--- config.mk ---
export PLATFORM = sky130hd
export DESIGN_NAME = grouped_arb
export DESIGN_NICKNAME = d
export VERILOG_FILES = /design/src/rtl/arb_pkg.sv /design/src/rtl/arb_tier_reg.sv /design/src/rtl/arb_rr_pick.sv /design/src/rtl/grouped_arb.sv
export SDC_FILE = /design/constraint.sdc
export NUM_CORES = 1
export LEC_CHECK = 0
export ABC_AREA = 1
export BUFFER_PORTS_ARGS = -buffer_cell sky130_fd_sc_hd__buf_2
export CAP_MARGIN = 20
export CELL_PAD_IN_SITES_DETAIL_PLACEMENT = 0
export CELL_PAD_IN_SITES_GLOBAL_PLACEMENT = 1
export CORE_MARGIN = 3
export CORE_UTILIZATION = 44
export CTS_CLUSTER_DIAMETER = 40
export DETAILED_ROUTE_END_ITERATION = 8
export GPL_TIMING_DRIVEN = 0
export PLACE_DENSITY = 0.87
export SYNTH_ARGS = -nofsm -noshare
export SYNTH_HDL_FRONTEND = slang
export SYNTH_HIERARCHICAL = 1
export SYNTH_SLANG_ARGS = --single-unit
--- constraint.sdc ---
create_clock -name clk_i -period 10.6 [get_ports clk_i]
set_input_delay 2.12 -clock clk_i [delete_from_list [all_inputs] [get_ports clk_i]]
set_output_delay 2.12 -clock clk_i [all_outputs]
set_load 0.03 [all_outputs]
--- src/rtl/arb_pkg.sv ---
package arb_pkg;
  localparam int REG_W    = 32;
  localparam int TIER_LSB = 16;

  function automatic logic [REG_W-1:0] tier_mask(input int nreq);
    logic [REG_W-1:0] m;
    m = '0;
    for (int i = 0; i < nreq; i++) m[TIER_LSB+i] = 1'b1;
    return m;
  endfunction
endpackage

--- src/rtl/arb_tier_reg.sv ---
module arb_tier_reg
  import arb_pkg::*;
#(
  parameter int NREQ = 10
) (
  input  logic             clk_i,
  input  logic             rst_ni,
  input  logic             we_i,
  input  logic [REG_W-1:0] wdata_i,
  output logic [NREQ-1:0]  tier_o,
  output logic [REG_W-1:0] rdata_o
);
  localparam int TOP = TIER_LSB + NREQ - 1;
  // bridge requester (top index) starts in the high tier
  localparam logic [NREQ-1:0] RST_VAL = {1'b1, {(NREQ-1){1'b0}}};

  logic [NREQ-1:0] tier_q;
  logic            unused_wbits;

  assign unused_wbits = ^{wdata_i[REG_W-1:TOP+1], wdata_i[TIER_LSB-1:0]};

  always_ff @(posedge clk_i or negedge rst_ni) begin
    if (!rst_ni)   tier_q <= RST_VAL;
    else if (we_i) tier_q <= wdata_i[TOP:TIER_LSB];
  end

  assign tier_o  = tier_q;
  assign rdata_o = REG_W'(tier_q) << TIER_LSB;
endmodule

--- src/rtl/arb_rr_pick.sv ---
module arb_rr_pick #(
  parameter int W  = 11,
  parameter int IW = 4
) (
  input  logic [W-1:0]  req_i,
  input  logic [IW-1:0] last_i,
  output logic          found_o,
  output logic [IW-1:0] idx_o
);
  // search last+1 .. last+W modulo W; nearest hit wins
  always_comb begin
    found_o = 1'b0;
    idx_o   = '0;
    for (int k = W; k >= 1; k--) begin
      int p;
      p = int'(last_i) + k;
      if (p >= W) p = p - W;
      if (req_i[p]) begin
        found_o = 1'b1;
        idx_o   = IW'(p);
      end
    end
  end
endmodule

--- src/rtl/grouped_arb.sv ---
module grouped_arb
  import arb_pkg::*;
#(
  parameter int N_EXT = 9
) (
  input  logic             clk_i,
  input  logic             rst_ni,
  input  logic [N_EXT-1:0] req_ni,
  input  logic             own_req_ni,
  output logic [N_EXT-1:0] gnt_no,
  output logic             own_gnt_no,
  input  logic             cfg_we_i,
  input  logic [REG_W-1:0] cfg_wdata_i,
  output logic [REG_W-1:0] cfg_rdata_o
);
  localparam int NREQ     = N_EXT + 1;
  localparam int NPOS     = NREQ + 1;
  localparam int IW       = $clog2(NPOS);
  localparam int LOW_SLOT = NREQ;

  logic [NREQ-1:0] req, tier, lo_vec, gnt;
  logic [NPOS-1:0] hi_vec;
  logic            hold_q, holder_active, decide;
  logic [IW-1:0]   idx_q, hi_ptr_q, lo_ptr_q;
  logic            hi_found, lo_found;
  logic [IW-1:0]   hi_idx, lo_idx;

  assign req = {~own_req_ni, ~req_ni};

  arb_tier_reg #(.NREQ(NREQ)) u_tier (
    .clk_i  (clk_i),
    .rst_ni (rst_ni),
    .we_i   (cfg_we_i),
    .wdata_i(cfg_wdata_i),
    .tier_o (tier),
    .rdata_o(cfg_rdata_o)
  );

  assign lo_vec = req & ~tier;
  assign hi_vec = {|lo_vec, req & tier};

  arb_rr_pick #(.W(NPOS), .IW(IW)) u_hi_pick (
    .req_i  (hi_vec),
    .last_i (hi_ptr_q),
    .found_o(hi_found),
    .idx_o  (hi_idx)
  );

  arb_rr_pick #(.W(NREQ), .IW(IW)) u_lo_pick (
    .req_i  (lo_vec),
    .last_i (lo_ptr_q),
    .found_o(lo_found),
    .idx_o  (lo_idx)
  );

  assign holder_active = hold_q && req[idx_q];
  assign decide        = !holder_active;

  always_ff @(posedge clk_i or negedge rst_ni) begin
    if (!rst_ni) begin
      hold_q   <= 1'b0;
      idx_q    <= '0;
      hi_ptr_q <= IW'(LOW_SLOT);
      lo_ptr_q <= IW'(NREQ - 1);
    end else if (decide) begin
      hold_q <= hi_found;
      if (hi_found) begin
        hi_ptr_q <= hi_idx;
        if (hi_idx == IW'(LOW_SLOT)) begin
          if (lo_found) begin
            idx_q    <= lo_idx;
            lo_ptr_q <= lo_idx;
          end
        end else begin
          idx_q <= hi_idx;
        end
      end
    end
  end

  always_comb begin
    gnt = '0;
    if (hold_q) gnt[idx_q] = 1'b1;
  end

  assign gnt_no     = ~gnt[N_EXT-1:0];
  assign own_gnt_no = ~gnt[NREQ-1];
endmodule

* Word level (Yosys, flattened, before mapping)
Index checks and enable logic that the tools add are counted.
** Storage, ports and cells
- Register bits after elaboration :: 23
- Input bits :: 45
** Cells by class
- $add $sub $neg :: 42
- Magnitude comparators :: 44
- Equality and inequality tests :: 2
- Mux-type cells :: 133
- Bitwise logic cells :: 8
- Reductions and logical operators :: 6
** Operator list (number)
- $ge 32x5->1 const B :: 21
- $lt 32x6->1 const B :: 21
- $mux 32 :: 21
- $sub 32x5->32 const B :: 21
- $mux 4 :: 23
- $bmux 1 s4 :: 22
- $mux 1 :: 65
- $add 4x3->5 const B :: 8
- $add 4x4->5 const B :: 7
- $add 4x2->5 const B :: 4
- $and 10x10->10 :: 2
- $not 9->9 :: 2
- $add 4x1->5 const B :: 2
- $mux 10 :: 1
- $not 10->10 :: 1
- $reduce_or 10->1 :: 1
- $lt 4x5->1 const B :: 1
- $demux 1 s4 :: 1
- $eq 4x4->1 const B :: 1
- $ge 4x1->1 const B :: 1
- $reduce_and 4->1 :: 1
- $not 1->1 :: 3
- $reduce_and 3->1 :: 1
- $logic_and 1x1->1 :: 2
- other kinds (2) :: 2

* Depth between registers and ports, before layout
- Depth after elaboration :: 20
- Depth in mapped cells :: 34
- Depth with buffers taken out :: 33

* By module
Netlist, hierarchy kept.
** By module, submodules not included
- arb_rr_pick at u_hi_pick :: instances 1, cells an instance 604, area each 3024.2 um2, sequential area each 0.0 um2
- arb_rr_pick at u_lo_pick :: instances 1, cells an instance 448, area each 2250.9 um2, sequential area each 0.0 um2
- grouped_arb :: instances 1, cells an instance 153, area each 958.4 um2, sequential area each 330.3 um2
- arb_tier_reg :: instances 1, cells an instance 75, area each 623.1 um2, sequential area each 251.5 um2

* Least setup slack after synthesis
OpenSTA, ideal clock, no wires.
- Kind :: input to register
- Start :: input req_ni[6]
- End :: register lo_ptr_q[2]
- Arrival :: 4436 ps
- Setup slack :: 6045 ps
- Stages on the path :: 25
- Path through :: nor2_1 > nor4_1 > nand3_1 > inv_1 > o21ai_0 > nand4_1 > nand2_1 > nand2_1 > nand2_1 > nand2_1 > nand2_1 > nand2_1 > nand2_1 > nand3_1 > nand3_1 > nand2_1 > nand2_1 > nand2_1 > nand2_1 > nor2_1 > nand3_1 > nor2_1 > nand3_1 > nand2_1 > nand2_1
** On the way
- Word-level cells in the longest chain between the ends :: 19
- Elaborated cells between the ends (all ways) :: 115
- Those cells by class :: eq/ne (1); mux (107); bitwise (4); reduce/logical (3)
** Ends and longest elaborated chain
- from (decl) :: line grouped_arb.sv:8 : input logic [N_EXT-1:0] req_ni,
- $not 9->9 (*) :: line grouped_arb.sv:28 : assign req = {~own_req_ni, ~req_ni};
- $and 10x10->10 (*) :: line grouped_arb.sv:39 : assign lo_vec = req & ~tier;
- $reduce_or 10->1 (*) :: line grouped_arb.sv:40 : assign hi_vec = {|lo_vec, req & tier};
- via hi_vec[10] :: line grouped_arb.sv:22 : logic [NPOS-1:0] hi_vec;
- $bmux 1 s4 :: line arb_rr_pick.sv:18 : if (req_i[p]) begin
- $mux 1 (implied by the code) (2 in series) :: line arb_rr_pick.sv:18
- $mux 4 (10 in series) :: line arb_rr_pick.sv:18
- $mux 4 (*) :: line arb_rr_pick.sv:18
- via hi_idx[2] :: line grouped_arb.sv:26 : logic [IW-1:0] hi_idx, lo_idx;
- $eq 4x4->1 (*) :: line grouped_arb.sv:69 : if (hi_idx == IW'(LOW_SLOT)) begin
- $reduce_and 4->1 (no line) (*)
- to (signal assigned) :: line grouped_arb.sv:64 : lo_ptr_q <= IW'(NREQ - 1);
- to (signal assigned) :: line grouped_arb.sv:72 : lo_ptr_q <= lo_idx;
- to (decl) :: line grouped_arb.sv:24 : logic [IW-1:0] idx_q, hi_ptr_q, lo_ptr_q;
The timed path passes the listed nets; every way through them passes the cells marked *. The select of a mux whose other input is x is not followed.
A chain may end at the register's enable or synchronous reset.

* Worst setup path after layout
- Start :: input req_ni[0]
- End :: register lo_ptr_q[2]
** On the way
- Elaborated cells between the ends (all ways) :: 115
- Those cells by class :: eq/ne (1); mux (107); bitwise (4); reduce/logical (3)
** RTL lines (line)
- $not 9->9 (*) :: grouped_arb.sv:28
- $and 10x10->10 (*) :: grouped_arb.sv:40
- via hi_vec[0] :: grouped_arb.sv:22
- $bmux 1 s4 :: arb_rr_pick.sv:18
- $mux 1 (implied by the code) (2 in series) :: arb_rr_pick.sv:18
- $mux 4 (10 in series) :: arb_rr_pick.sv:18
- $mux 4 (*) :: arb_rr_pick.sv:18
- via hi_idx[0] :: grouped_arb.sv:26
- $eq 4x4->1 (*) :: grouped_arb.sv:69
- $reduce_and 4->1 (no line) (*)
Marked as above.

==> metrics.txt <==
first-pass GRT wire length 36400 um; number of standard-cell rows in the floorplan 44; Worst path most repeated cell sky130_fd_sc_hd__nand2_1; post-cts resize count 0; launching element type of the critical path input port; biggest area contributors in the synthesized netlist sky130_fd_sc_hd__nand2_1 (25%), sky130_fd_sc_hd__nand3_1 (9.6%), sky130_fd_sc_hd__inv_1 (7.8%), sky130_fd_sc_hd__ha_1 (6.9%), sky130_fd_sc_hd__dfrtp_1 (6.6%); Slew headroom 45.4%; latest clock arrival within the worst-skew pair 0.26 ns; kind of critical path input port to flop; clock slew at the register clock pins of the worst setup and hold paths 0.06 ns; Final Skew 0.00814 ns; RePlAce Congestion 0.917; endpoint required time on the critical path 10.75 ns; highest clock rate 0.180 GHz; area of the mapped netlist 0.00686 mm^2; run status completed; RSZ-0062 raised after global routing no; Async S/R FF share, synth 100%; Global Route Usage Sum 26.2%; via count 8138; DRT iter0 DRCs 641; DRT antenna net count 0; final net count 1431; mean instance size in the synthesized netlist 5.36 um^2; vias per cell 5.32; most common cell after layout, fill and taps aside sky130_fd_sc_hd__nand2_1; worst path buffer plus inverter count 3; number of global-route vias before repair 7275; number of flip-flops and latches in the synthesized netlist 23; number of buffers added to fix hold violations after cts 0; number of warnings printed during yosys synthesis 6; area taken by flip-flops and latches 582 um^2; Final Slew Violations 0; # H-tree levels 1; pin count of the biggest net entering global routing 24; total area of multi-input combinational cells 0.00529 mm^2; crit path DAT 5.70 ns; detail-routed net length per standard cell 14.7 um; die span in y 131 um; TritonCTS clock tree done; fraction of final layout cells sized beyond drive strength 1 15.5%; DR pass1 iterations 5; period utilisation layout 52.4%; GRT Residual Overflow 0; clock tree root buffer cell sky130_fd_sc_hd__clkbuf_16; total die area 0.0171 mm^2; launch point of the critical path req_ni[0]; Worst path max stage delay 0.57 ns; area of all placed cells without fillers 0.00745 mm^2; number of antenna repair diodes 0; final hold violation count 0; sequential area share after synthesis 8.49%; initial core utilization 46.1%; number of I/O pins 87; largest fanout of any net on the critical path 7; Critical-path top delay cell sky130_fd_sc_hd__nor2_1; synthesized instance count 1280; Routed WL 22500 um; Min-Delay Path Class flop to flop; Longest Clk Path Bufs 2; count of flip-flops with a built-in enable after synthesis 0; Fin Setup TNS 0 ns; synth-to-layout area growth 8.72%; half-perimeter wire length after placement 18200 um; max-cap violations 0; setup violation total in the final timing report 0; core outline area 0.0149 mm^2; Die W 131 um; # clock sinks 23; capturing element type of the critical path flop; post-route minimum period 5.55 ns; min-delay src u_tier/tier_o[9]; delay-heaviest family, CP simple AND/OR/NAND/NOR gates; commonest cells after routing, fill and taps aside sky130_fd_sc_hd__nand2_1 (458), sky130_fd_sc_hd__inv_1 (142), sky130_fd_sc_hd__nand3_1 (132); postcts setup bufs 0; reg-to-reg startpoint hi_ptr_q[2]; slew of the pin with the lowest slew margin 0.811 ns; filler instances 1680; number of antenna violations at the first check in global routing 0; final routed DRC violation total 0; standard cell area after detailed placement 0.00738 mm^2; number of buffers created by CTS 3; IO Port Bufs 42; Yosys top cell area share 25.1%; Yosys top cell by area sky130_fd_sc_hd__nand2_1; number of unique standard cell types used by synthesis 58; most used flip-flop cell after synthesis sky130_fd_sc_hd__dfrtp_1
==> tightest hold or removal path, delay by kind of cell, from the launching register on <==
| kind | cells | cell delay, ns |
|---|---|---|
| flops | 1 | 0.37 |
| simple gates | 2 | 0.10 |
==> stage by stage <==
step | instances | hold WS (ns) | util (%) | setup WS [ns]
after floorplan | 1301 | 0.463 | - | 6.05
after global placement | 1527 | 0.463 | 49.6 | 4.90
after detailed placement | 1527 | 0.474 | 49.6 | 4.92
after CTS | 1531 | 0.484 | 50.2 | 5.18
after global routing | 1531 | 0.509 | 50.2 | 4.72
final | 1531 | 0.477 | 50.2 | 5.05
==> routing by layer <==
layer  up-vias  part of all wire, %  wire length, um  track usage [%]
li1       4189                    -                -                -
met1      3643                   46            10400             37.5
met2       277                   45            10200             43.9
met3        29                  6.7             1500             1.67
met4         0                  1.7              388             4.96
met5         -                    0                0                0
==> layout make-up <==
| class | count | share of cell area [%] |
|---|---|---|
| Clock buffer | 4 | 1.06 |
| Multi-Input combinational cell | 1050 | 71.0 |
| Buffer | 50 | 5.09 |
| Timing Repair Buffer | 42 | 2.82 |
| Sequential cell | 23 | 7.80 |
| Tap cell | 184 | 3.09 |
| Inverter | 178 | 9.13 |
==> state kept, by name, summed over array words and instances (netlist names) <==
| register | flops |
|---|---|
| idx_q | 4 |
| u_tier/tier_o | 10 |
| lo_ptr_q | 4 |
| hi_ptr_q | 4 |
| hold_q | 1 |
==> synth_stat cells, types with 4 or more instances <==
library cell,number
sky130_fd_sc_hd__buf_4,37
sky130_fd_sc_hd__inv_2,29
sky130_fd_sc_hd__nor2_1,88
sky130_fd_sc_hd__nand2_1,458
sky130_fd_sc_hd__nand4_1,15
sky130_fd_sc_hd__inv_1,142
sky130_fd_sc_hd__nand3_2,8
sky130_fd_sc_hd__nor3_1,7
sky130_fd_sc_hd__dfstp_2,5
sky130_fd_sc_hd__ha_1,38
sky130_fd_sc_hd__o21ai_1,36
sky130_fd_sc_hd__a21oi_1,52
sky130_fd_sc_hd__or2_1,4
sky130_fd_sc_hd__nand3_1,132
sky130_fd_sc_hd__xor2_1,11
sky130_fd_sc_hd__buf_6,6
sky130_fd_sc_hd__o21ai_0,61
sky130_fd_sc_hd__buf_2,6
sky130_fd_sc_hd__nand2_2,36
sky130_fd_sc_hd__nor4_1,5
sky130_fd_sc_hd__nor2_2,4
sky130_fd_sc_hd__clkinv_1,4
sky130_fd_sc_hd__o21ai_2,9
sky130_fd_sc_hd__dfrtp_1,18
sky130_fd_sc_hd__xnor2_1,6
sky130_fd_sc_hd__o211ai_1,13
sky130_fd_sc_hd__a21oi_2,7
==> final timing paths <==
check	endpoint	slack (ns)	cells after the start
worst max-delay path	lo_ptr_q[2]	5.05	27
worst min-delay path	u_tier/tier_o[9]	0.48	2
worst max register to register	lo_ptr_q[2]	5.76	30
worst min register to register	u_tier/tier_o[9]	0.48	2
max in group asynchronous	u_tier/tier_o[9]	8.40	1
min in group asynchronous	u_tier/tier_o[2]	1.83	1
==> logic make-up (layout without fill, tap and decap cells) <==
logic type                 Yosys count  count (layout)  synth area share [%]
xor gates and xnor gates            22              22                  3.36
adders and majority gates           38              38                  6.93
DFF                                 23              23                  8.49
and+or+nand+nor                    771             771                  48.9
AOI/OAI and AO/OA                  197             197                  16.8
buffers and inverters              228             274                  15.5
other                                1              22                0.0547
Power is not shown: default switching activity piles up to over one toggle a cycle in this logic, so the estimate is an artifact.
